[config.mk]
export PLATFORM = sky130hd
export DESIGN_NAME = cb_power_ctrl
export DESIGN_NICKNAME = d
export VERILOG_FILES = /design/src/rtl/cbpc_pkg.sv /design/src/rtl/cbpc_rst_sync.sv /design/src/rtl/cbpc_cfg_chain.sv /design/src/rtl/cbpc_onehot_dec.sv /design/src/rtl/cbpc_rail_gen.sv /design/src/rtl/cb_power_ctrl.sv
export SDC_FILE = /design/constraint.sdc
export NUM_CORES = 1
export LEC_CHECK = 0
export CORE_MARGIN = 8
export CORE_UTILIZATION = 34
export DETAILED_ROUTE_END_ITERATION = 6
export GPL_TIMING_DRIVEN = 0
export PLACE_DENSITY = 0.81
export SYNTH_ARGS = -nofsm -noshare
export SYNTH_HDL_FRONTEND = slang
export SYNTH_SLANG_ARGS = --single-unit
export TNS_END_PERCENT = 10
[constraint.sdc]
create_clock -name cfg_clk -period 1.4 [get_ports cfg_clk]
set_input_delay 0.14 -clock cfg_clk [delete_from_list [all_inputs] [get_ports cfg_clk]]
set_output_delay 0.14 -clock cfg_clk [all_outputs]
set_load 0.1 [all_outputs]
[src/rtl/cbpc_pkg.sv]
package cbpc_pkg;

  // Width of the binary switch index for a connection block of n switches.
  function automatic int sel_bits(input int n);
    return (n < 2) ? 1 : $clog2(n);
  endfunction

  // Configuration word width: index, gate-all, plus a level bit in full mode.
  function automatic int cfg_bits(input int n, input bit two_state);
    return sel_bits(n) + (two_state ? 1 : 2);
  endfunction

endpackage

[src/rtl/cbpc_rst_sync.sv]
module cbpc_rst_sync (
  input  logic clk,
  input  logic rst_n,
  output logic rst_sync_n
);

  logic [1:0] sync_q;
  logic [1:0] sync_d;

  always_comb begin
    sync_d = {sync_q[0], 1'b1};
  end

  always_ff @(posedge clk or negedge rst_n) begin
    if (!rst_n) begin
      sync_q <= 2'b00;
    end else begin
      sync_q <= sync_d;
    end
  end

  assign rst_sync_n = sync_q[1];

endmodule

[src/rtl/cbpc_cfg_chain.sv]
module cbpc_cfg_chain #(
  parameter int              CW       = 7,
  parameter logic [CW-1:0]   RST_WORD = '0
) (
  input  logic          clk,
  input  logic          rst_n,
  input  logic          din,
  input  logic          load,
  output logic [CW-1:0] word
);

  logic [CW-1:0] chain_q;
  logic [CW-1:0] chain_d;
  logic [CW-1:0] shadow_q;
  logic [CW-1:0] shadow_d;
  logic          chain_en;
  logic          shadow_en;

  // Shift only while no load is requested; capture only on load.
  always_comb begin
    chain_en  = !load;
    shadow_en = load;
    chain_d   = {chain_q[CW-2:0], din};
    shadow_d  = chain_q;
  end

  always_ff @(posedge clk or negedge rst_n) begin
    if (!rst_n) begin
      chain_q <= '0;
    end else if (chain_en) begin
      chain_q <= chain_d;
    end
  end

  always_ff @(posedge clk or negedge rst_n) begin
    if (!rst_n) begin
      shadow_q <= RST_WORD;
    end else if (shadow_en) begin
      shadow_q <= shadow_d;
    end
  end

  assign word = shadow_q;

  AST_SHADOW_HOLD: assert property (@(posedge clk) disable iff (!rst_n)
    !load |=> $stable(shadow_q));

  AST_CHAIN_FREEZE: assert property (@(posedge clk) disable iff (!rst_n)
    load |=> $stable(chain_q));

endmodule

[src/rtl/cbpc_onehot_dec.sv]
module cbpc_onehot_dec #(
  parameter int NUM_SW = 32,
  parameter int SELW   = 5
) (
  input  logic [SELW-1:0]   sel,
  input  logic              gate_all,
  output logic [NUM_SW-1:0] hot
);

  // One output per switch; gate_all forces every output low.
  for (genvar i = 0; i < NUM_SW; i++) begin : g_out
    assign hot[i] = !gate_all && (sel == SELW'(i));
  end

endmodule

[src/rtl/cbpc_rail_gen.sv]
module cbpc_rail_gen #(
  parameter int NUM_SW = 32
) (
  input  logic [NUM_SW-1:0] hot,
  input  logic              vdd_sel,
  output logic [NUM_SW-1:0] pass_en,
  output logic [NUM_SW-1:0] vddh_en_n,
  output logic [NUM_SW-1:0] vddl_en_n
);

  // Two NAND2 per switch: a deselected switch always drives both rails off.
  for (genvar i = 0; i < NUM_SW; i++) begin : g_sw
    assign pass_en[i]   = hot[i];
    assign vddh_en_n[i] = ~(hot[i] & vdd_sel);
    assign vddl_en_n[i] = ~(hot[i] & ~vdd_sel);
  end

endmodule

[src/rtl/cb_power_ctrl.sv]
module cb_power_ctrl #(
  parameter int NUM_SW    = 32,
  parameter bit TWO_STATE = 1'b0
) (
  input  logic              cfg_clk,
  input  logic              rst_n,
  input  logic              cfg_din,
  input  logic              cfg_load,
  output logic [NUM_SW-1:0] pass_en,
  output logic [NUM_SW-1:0] vddh_en_n,
  output logic [NUM_SW-1:0] vddl_en_n
);
  import cbpc_pkg::*;

  localparam int            SELW     = sel_bits(NUM_SW);
  localparam int            CW       = cfg_bits(NUM_SW, TWO_STATE);
  localparam logic [CW-1:0] RST_WORD = {1'b1, {(CW-1){1'b0}}};

  logic              rst_sync_n;
  logic [CW-1:0]     word;
  logic [SELW-1:0]   sel_idx;
  logic              gate_all;
  logic              vdd_sel;
  logic [NUM_SW-1:0] hot;

  cbpc_rst_sync i_rst_sync (
    .clk        (cfg_clk),
    .rst_n      (rst_n),
    .rst_sync_n (rst_sync_n)
  );

  cbpc_cfg_chain #(
    .CW       (CW),
    .RST_WORD (RST_WORD)
  ) i_chain (
    .clk   (cfg_clk),
    .rst_n (rst_sync_n),
    .din   (cfg_din),
    .load  (cfg_load),
    .word  (word)
  );

  assign sel_idx  = word[SELW-1:0];
  assign gate_all = word[CW-1];

  // Two-state variant has no level bit: the chosen switch is tied to the high rail.
  if (TWO_STATE) begin : g_fixed_rail
    assign vdd_sel = 1'b1;
  end else begin : g_prog_rail
    assign vdd_sel = word[SELW];
  end

  cbpc_onehot_dec #(
    .NUM_SW (NUM_SW),
    .SELW   (SELW)
  ) i_dec (
    .sel      (sel_idx),
    .gate_all (gate_all),
    .hot      (hot)
  );

  cbpc_rail_gen #(
    .NUM_SW (NUM_SW)
  ) i_rails (
    .hot       (hot),
    .vdd_sel   (vdd_sel),
    .pass_en   (pass_en),
    .vddh_en_n (vddh_en_n),
    .vddl_en_n (vddl_en_n)
  );

  AST_SINGLE_PASS: assert property (@(posedge cfg_clk) disable iff (!rst_sync_n)
    $onehot0(pass_en));

  AST_NO_DUAL_RAIL: assert property (@(posedge cfg_clk) disable iff (!rst_sync_n)
    (pass_en & ~vddh_en_n & ~vddl_en_n) == '0);

  AST_IDLE_GATED: assert property (@(posedge cfg_clk) disable iff (!rst_sync_n)
    (~pass_en & ~(vddh_en_n & vddl_en_n)) == '0);

  AST_RAIL_PER_PASS: assert property (@(posedge cfg_clk) disable iff (!rst_sync_n)
    ($countones(~vddh_en_n) + $countones(~vddl_en_n)) == $countones(pass_en));

  AST_GATE_ALL_OFF: assert property (@(posedge cfg_clk) disable iff (!rst_sync_n)
    gate_all |-> (pass_en == '0));

endmodule

==> summary.txt <==
Run status
  • Status: finished with violations
  • Violated checks: setup timing

Pwr
  • Total power: around 2.9 mW
  • Peak supply drop: 0.0008548 V
  • Reg power frac: 0.216
  • Share of total power consumed by net switching: 0.5255
  • Static leakage: between 1 and 1.5 nW
  • Total power density per cell area: about 840 mW/mm2
  • Share of total power in the clock network: 0.125
  • Pint: approximately 1.4 mW
  • Share of total power in combinational logic: 0.658
  • Net switching power figure: ~1.5 mW

Worst setup path
  • Sequence of cells on the critical path: buf_8 -> buf_4 -> nor4_4 -> buf_6 -> nand2_1 -> buf_6
  • Type of destination of the critical path: primary output
  • Critical Path Max Stage Delay: 470 ps
  • Arrival time of the worst setup path: ~1900 ps
  • Required time reported for the critical path endpoint: around 1300 ps
  • Critical Path Source Type: register
  • Critical Setup Path Class: register to primary output
  • Combined buffer and inverter count along the critical path: 4
  • Slowest stage cell, crit path: sky130_fd_sc_hd__dfrtp_2
  • Number of cells traversed by the worst register-to-register path: 3
  • Maximum fanout count along the critical path: 8
  • Number of cells on the critical path: 6
  • Library cell appearing most often on the critical path: sky130_fd_sc_hd__buf_6
  • Kind of cell adding the most delay to the critical path: buffers and inverters

Clock network
  • CTS tree: built
  • Number of H-tree branching levels: 1
  • Clock transition time at the flip-flop clock pins of the worst setup and hold paths: ~60 ps
  • Cell at the root of the clock tree: sky130_fd_sc_hd__clkbuf_8
  • Sinks on the clock net: 16
  • Hold-fix buffer count after cts: 0
  • Source-to-sink clock delay at the later pin of the worst-skew pair: between 200 and 300 ps
  • Number of buffers added by the clock tree synthesis step: 3
  • Buffers from clock root to sink, at most: 2

Timing
  • Final Hold Fails: 0
  • Worst-case setup margin in the final layout: -603.3 ps
  • Clock period minus worst slack: 2003 ps
  • Highest clock rate: 0.4992 GHz
  • Worst slew margin relative to its limit: 0.6285
  • Fraction of the cycle the final worst path needs: 1.431
  • Setup repair after global routing missed its margin: yes
  • Worst clock skew: 2.682 ps
  • Final Setup Violations: 96
  • Slew of the pin with the lowest slew margin: between 500 and 600 ps
  • Max-slew violation count: 0
  • Accumulated negative setup slack: -40760 ps

Global routing
  • Vias in the first global route: ~1900
  • First-pass GRT wire length: 10.78 mm
  • Aggregate global routing overflow: 0
  • Largest net degree at the start of global routing: 15
  • Initial antenna violation count: 0
  • Global-route usage over all layers: 0.2158

Yosys
  • Synthesized area per cell: between 6 and 7 um2
  • Synth cell count leaders: sky130_fd_sc_hd__nand2_1 (72), sky130_fd_sc_hd__nor2_1 (32), sky130_fd_sc_hd__dfrtp_1 (15), sky130_fd_sc_hd__inv_1 (14), sky130_fd_sc_hd__o21ai_0 (14)
  • Cells after synthesis: roughly 200
  • Top FF cell, synth: sky130_fd_sc_hd__dfrtp_1
  • Number of synthesized register bits: 16
  • Fraction of registers with async set/reset: 1.000
  • Fraction of synthesized cell area taken by the top area cell type: 0.2806
  • Netlist area before placement: ~0.0013 mm2
  • Portion of the post-synthesis area used by sequential elements: 0.3003
  • Count of flip-flops with a built-in enable after synthesis: 0
  • Cell with the most instances after synthesis: sky130_fd_sc_hd__nand2_1
  • Cell variety after synth: 26
  • Total of warnings raised by yosys: 0
  • Post-Synthesis Net Count: 200
  • Cell accounting for the most synthesized area: sky130_fd_sc_hd__dfrtp_1
  • Biggest area contributors in the synthesized netlist: sky130_fd_sc_hd__dfrtp_1 (28%), sky130_fd_sc_hd__nand2_1 (20%), sky130_fd_sc_hd__nor2_1 (9.0%)

Run
  • Total of max-cap violations: 0

Routing
  • First-pass iteration count of the detailed router: 4
  • WL per Instance: approximately 22 um
  • Drt drc: 0
  • Iteration-0 DRC count of the detailed router: about 160
  • Routed Wire Length: about 7.9 mm
  • Via-to-Cell Ratio: roughly 5.4
  • Remaining antenna violation count after routing: 0
  • Vias post-DR: just under 2000

Finish
  • Share of cells above drive strength 1: 0.6505
  • Multi-input gate area in the final layout: 0.001166 mm2
  • Diode count: 0
  • Layout net count: ~310
  • Area grow syn2layout: 154.5%
  • Area occupied by registers: a little over 400 um2
  • Filler cells: 170
  • Filler-free cell count of the finished design: around 360

Place
  • HPWL reported at the end of detailed placement: ~4.2 mm
  • DP Cell Count: 345
  • Routability-driven placement congestion ratio: ~0.73
  • PortBufs: 99

Floorplanning
  • Floorplan Core Area: slightly below 0.004 mm2
  • Full die area: 0.006197 mm2
  • Y dimension of the die: slightly below 80 um
  • Die width: between 70 and 80 um
  • Initial standard-cell utilization of the core: 0.3443
  • Top-level port count: 100
  • Number of placement rows: 23

Min path
  • Tightest Hold Check Type: input pin to asynchronous set/reset pin
[through the flow]
step,setup WS (ps),hold slack [ps],cell area [um2],util
finish,-603.3,44.50,3405,0.8763
global route,-655.5,47.22,3405,0.8763
CTS,-529.4,42.61,3148,0.8103
detailed placement,-1256,246.4,2658,0.6841
global placement,-1246,226.5,2658,0.6841
floorplan,-446.8,-155.6,1604,-
[path summary, 6_finish.rpt]
path,startpoint,endpoint,slack (ps)
setup reg to reg,i_chain.word[6],i_chain.word[6],320
min in group cfg_clk,i_rst_sync.sync_q[0],i_rst_sync.sync_q[1],360
setup / recovery,i_chain.word[3],vddh_en_n[2],-600
hold / removal,rst_n,i_rst_sync.sync_q[0],40
max in group asynchronous,i_rst_sync.sync_q[1],i_chain.word[2],770
hold reg to reg,i_rst_sync.sync_q[1],i_chain.chain_q[1],230
[worst reg2reg max path, delay by kind of cell, from the launching register on]
kind | cells | cell delay [ps]
buffers and inverters | 2 | 250
flip-flops | 1 | 610
AO/OA/AOI/OAI | 1 | 150
[per-layer routing]
layer  share of wire  up-vias  track usage
met2            0.57       90       0.4184
met1            0.36      981       0.2265
met5               0        -            0
met4           0.027        0      0.08148
met3           0.051       21      0.03273
li1                -      846            -
[placed cells by master (no fill, tap or decap), types with 2 or more instances in the layout]
| master | count |
|---|---|
| sky130_fd_sc_hd__clkbuf_1 | 3 |
| sky130_fd_sc_hd__nand2_1 | 58 |
| sky130_fd_sc_hd__buf_4 | 19 |
| sky130_fd_sc_hd__buf_6 | 59 |
| sky130_fd_sc_hd__dfrtp_1 | 11 |
| sky130_fd_sc_hd__o21ai_0 | 14 |
| sky130_fd_sc_hd__buf_12 | 32 |
| sky130_fd_sc_hd__nand2_4 | 2 |
| sky130_fd_sc_hd__nor4bb_2 | 2 |
| sky130_fd_sc_hd__buf_8 | 11 |
| sky130_fd_sc_hd__dfrtp_2 | 4 |
| sky130_fd_sc_hd__nor2_4 | 32 |
| sky130_fd_sc_hd__or4b_4 | 3 |
| sky130_fd_sc_hd__clkbuf_8 | 3 |
| sky130_fd_sc_hd__and3b_2 | 2 |
| sky130_fd_sc_hd__nand4bb_4 | 2 |
| sky130_fd_sc_hd__nor3b_4 | 3 |
| sky130_fd_sc_hd__clkdlybuf4s50_1 | 3 |
| sky130_fd_sc_hd__inv_1 | 14 |
| sky130_fd_sc_hd__nand2_2 | 12 |
| sky130_fd_sc_hd__nand2b_2 | 2 |
| sky130_fd_sc_hd__nor4b_4 | 3 |
[sequential cells by signal, indices dropped and copies added (netlist names)]
name	cells
i_chain.chain_q	7
i_chain.word	7
i_rst_sync.sync_q	2
[power groups by stage]
stage	logic, mW	clock network (mW)	registers, mW
floorplan	1.18	0	0.575
CTS	1.73	0.361	0.607
global route	1.95	0.378	0.627
detailed placement	1.46	0	0.593
finish	1.89	0.359	0.620
global placement	1.44	0	0.587
[layout make-up]
class,count,share of cell area
plain buffers,13,0.03896
clock buffers,4,0.01323
inverters,14,0.01544
multi-input cells,146,0.3425
flip-flops and latches,16,0.1194
well taps,50,0.01838
repair buffers,116,0.4520
[kinds of logic after synthesis]
family,Yosys count,share of synthesized area
other cells,1,0.002804
flops,16,0.3003
buf+inv,34,0.1123
simple gates,131,0.5323
compound gates,14,0.05239
[timing repair]
item                       in CTS  in global routing
setup endpoints to repair      96                 96
pin swaps                      13                  7
setup buffers                  14                  3
gates resized for setup       724                 70
(Power assumes the default switching activity.)
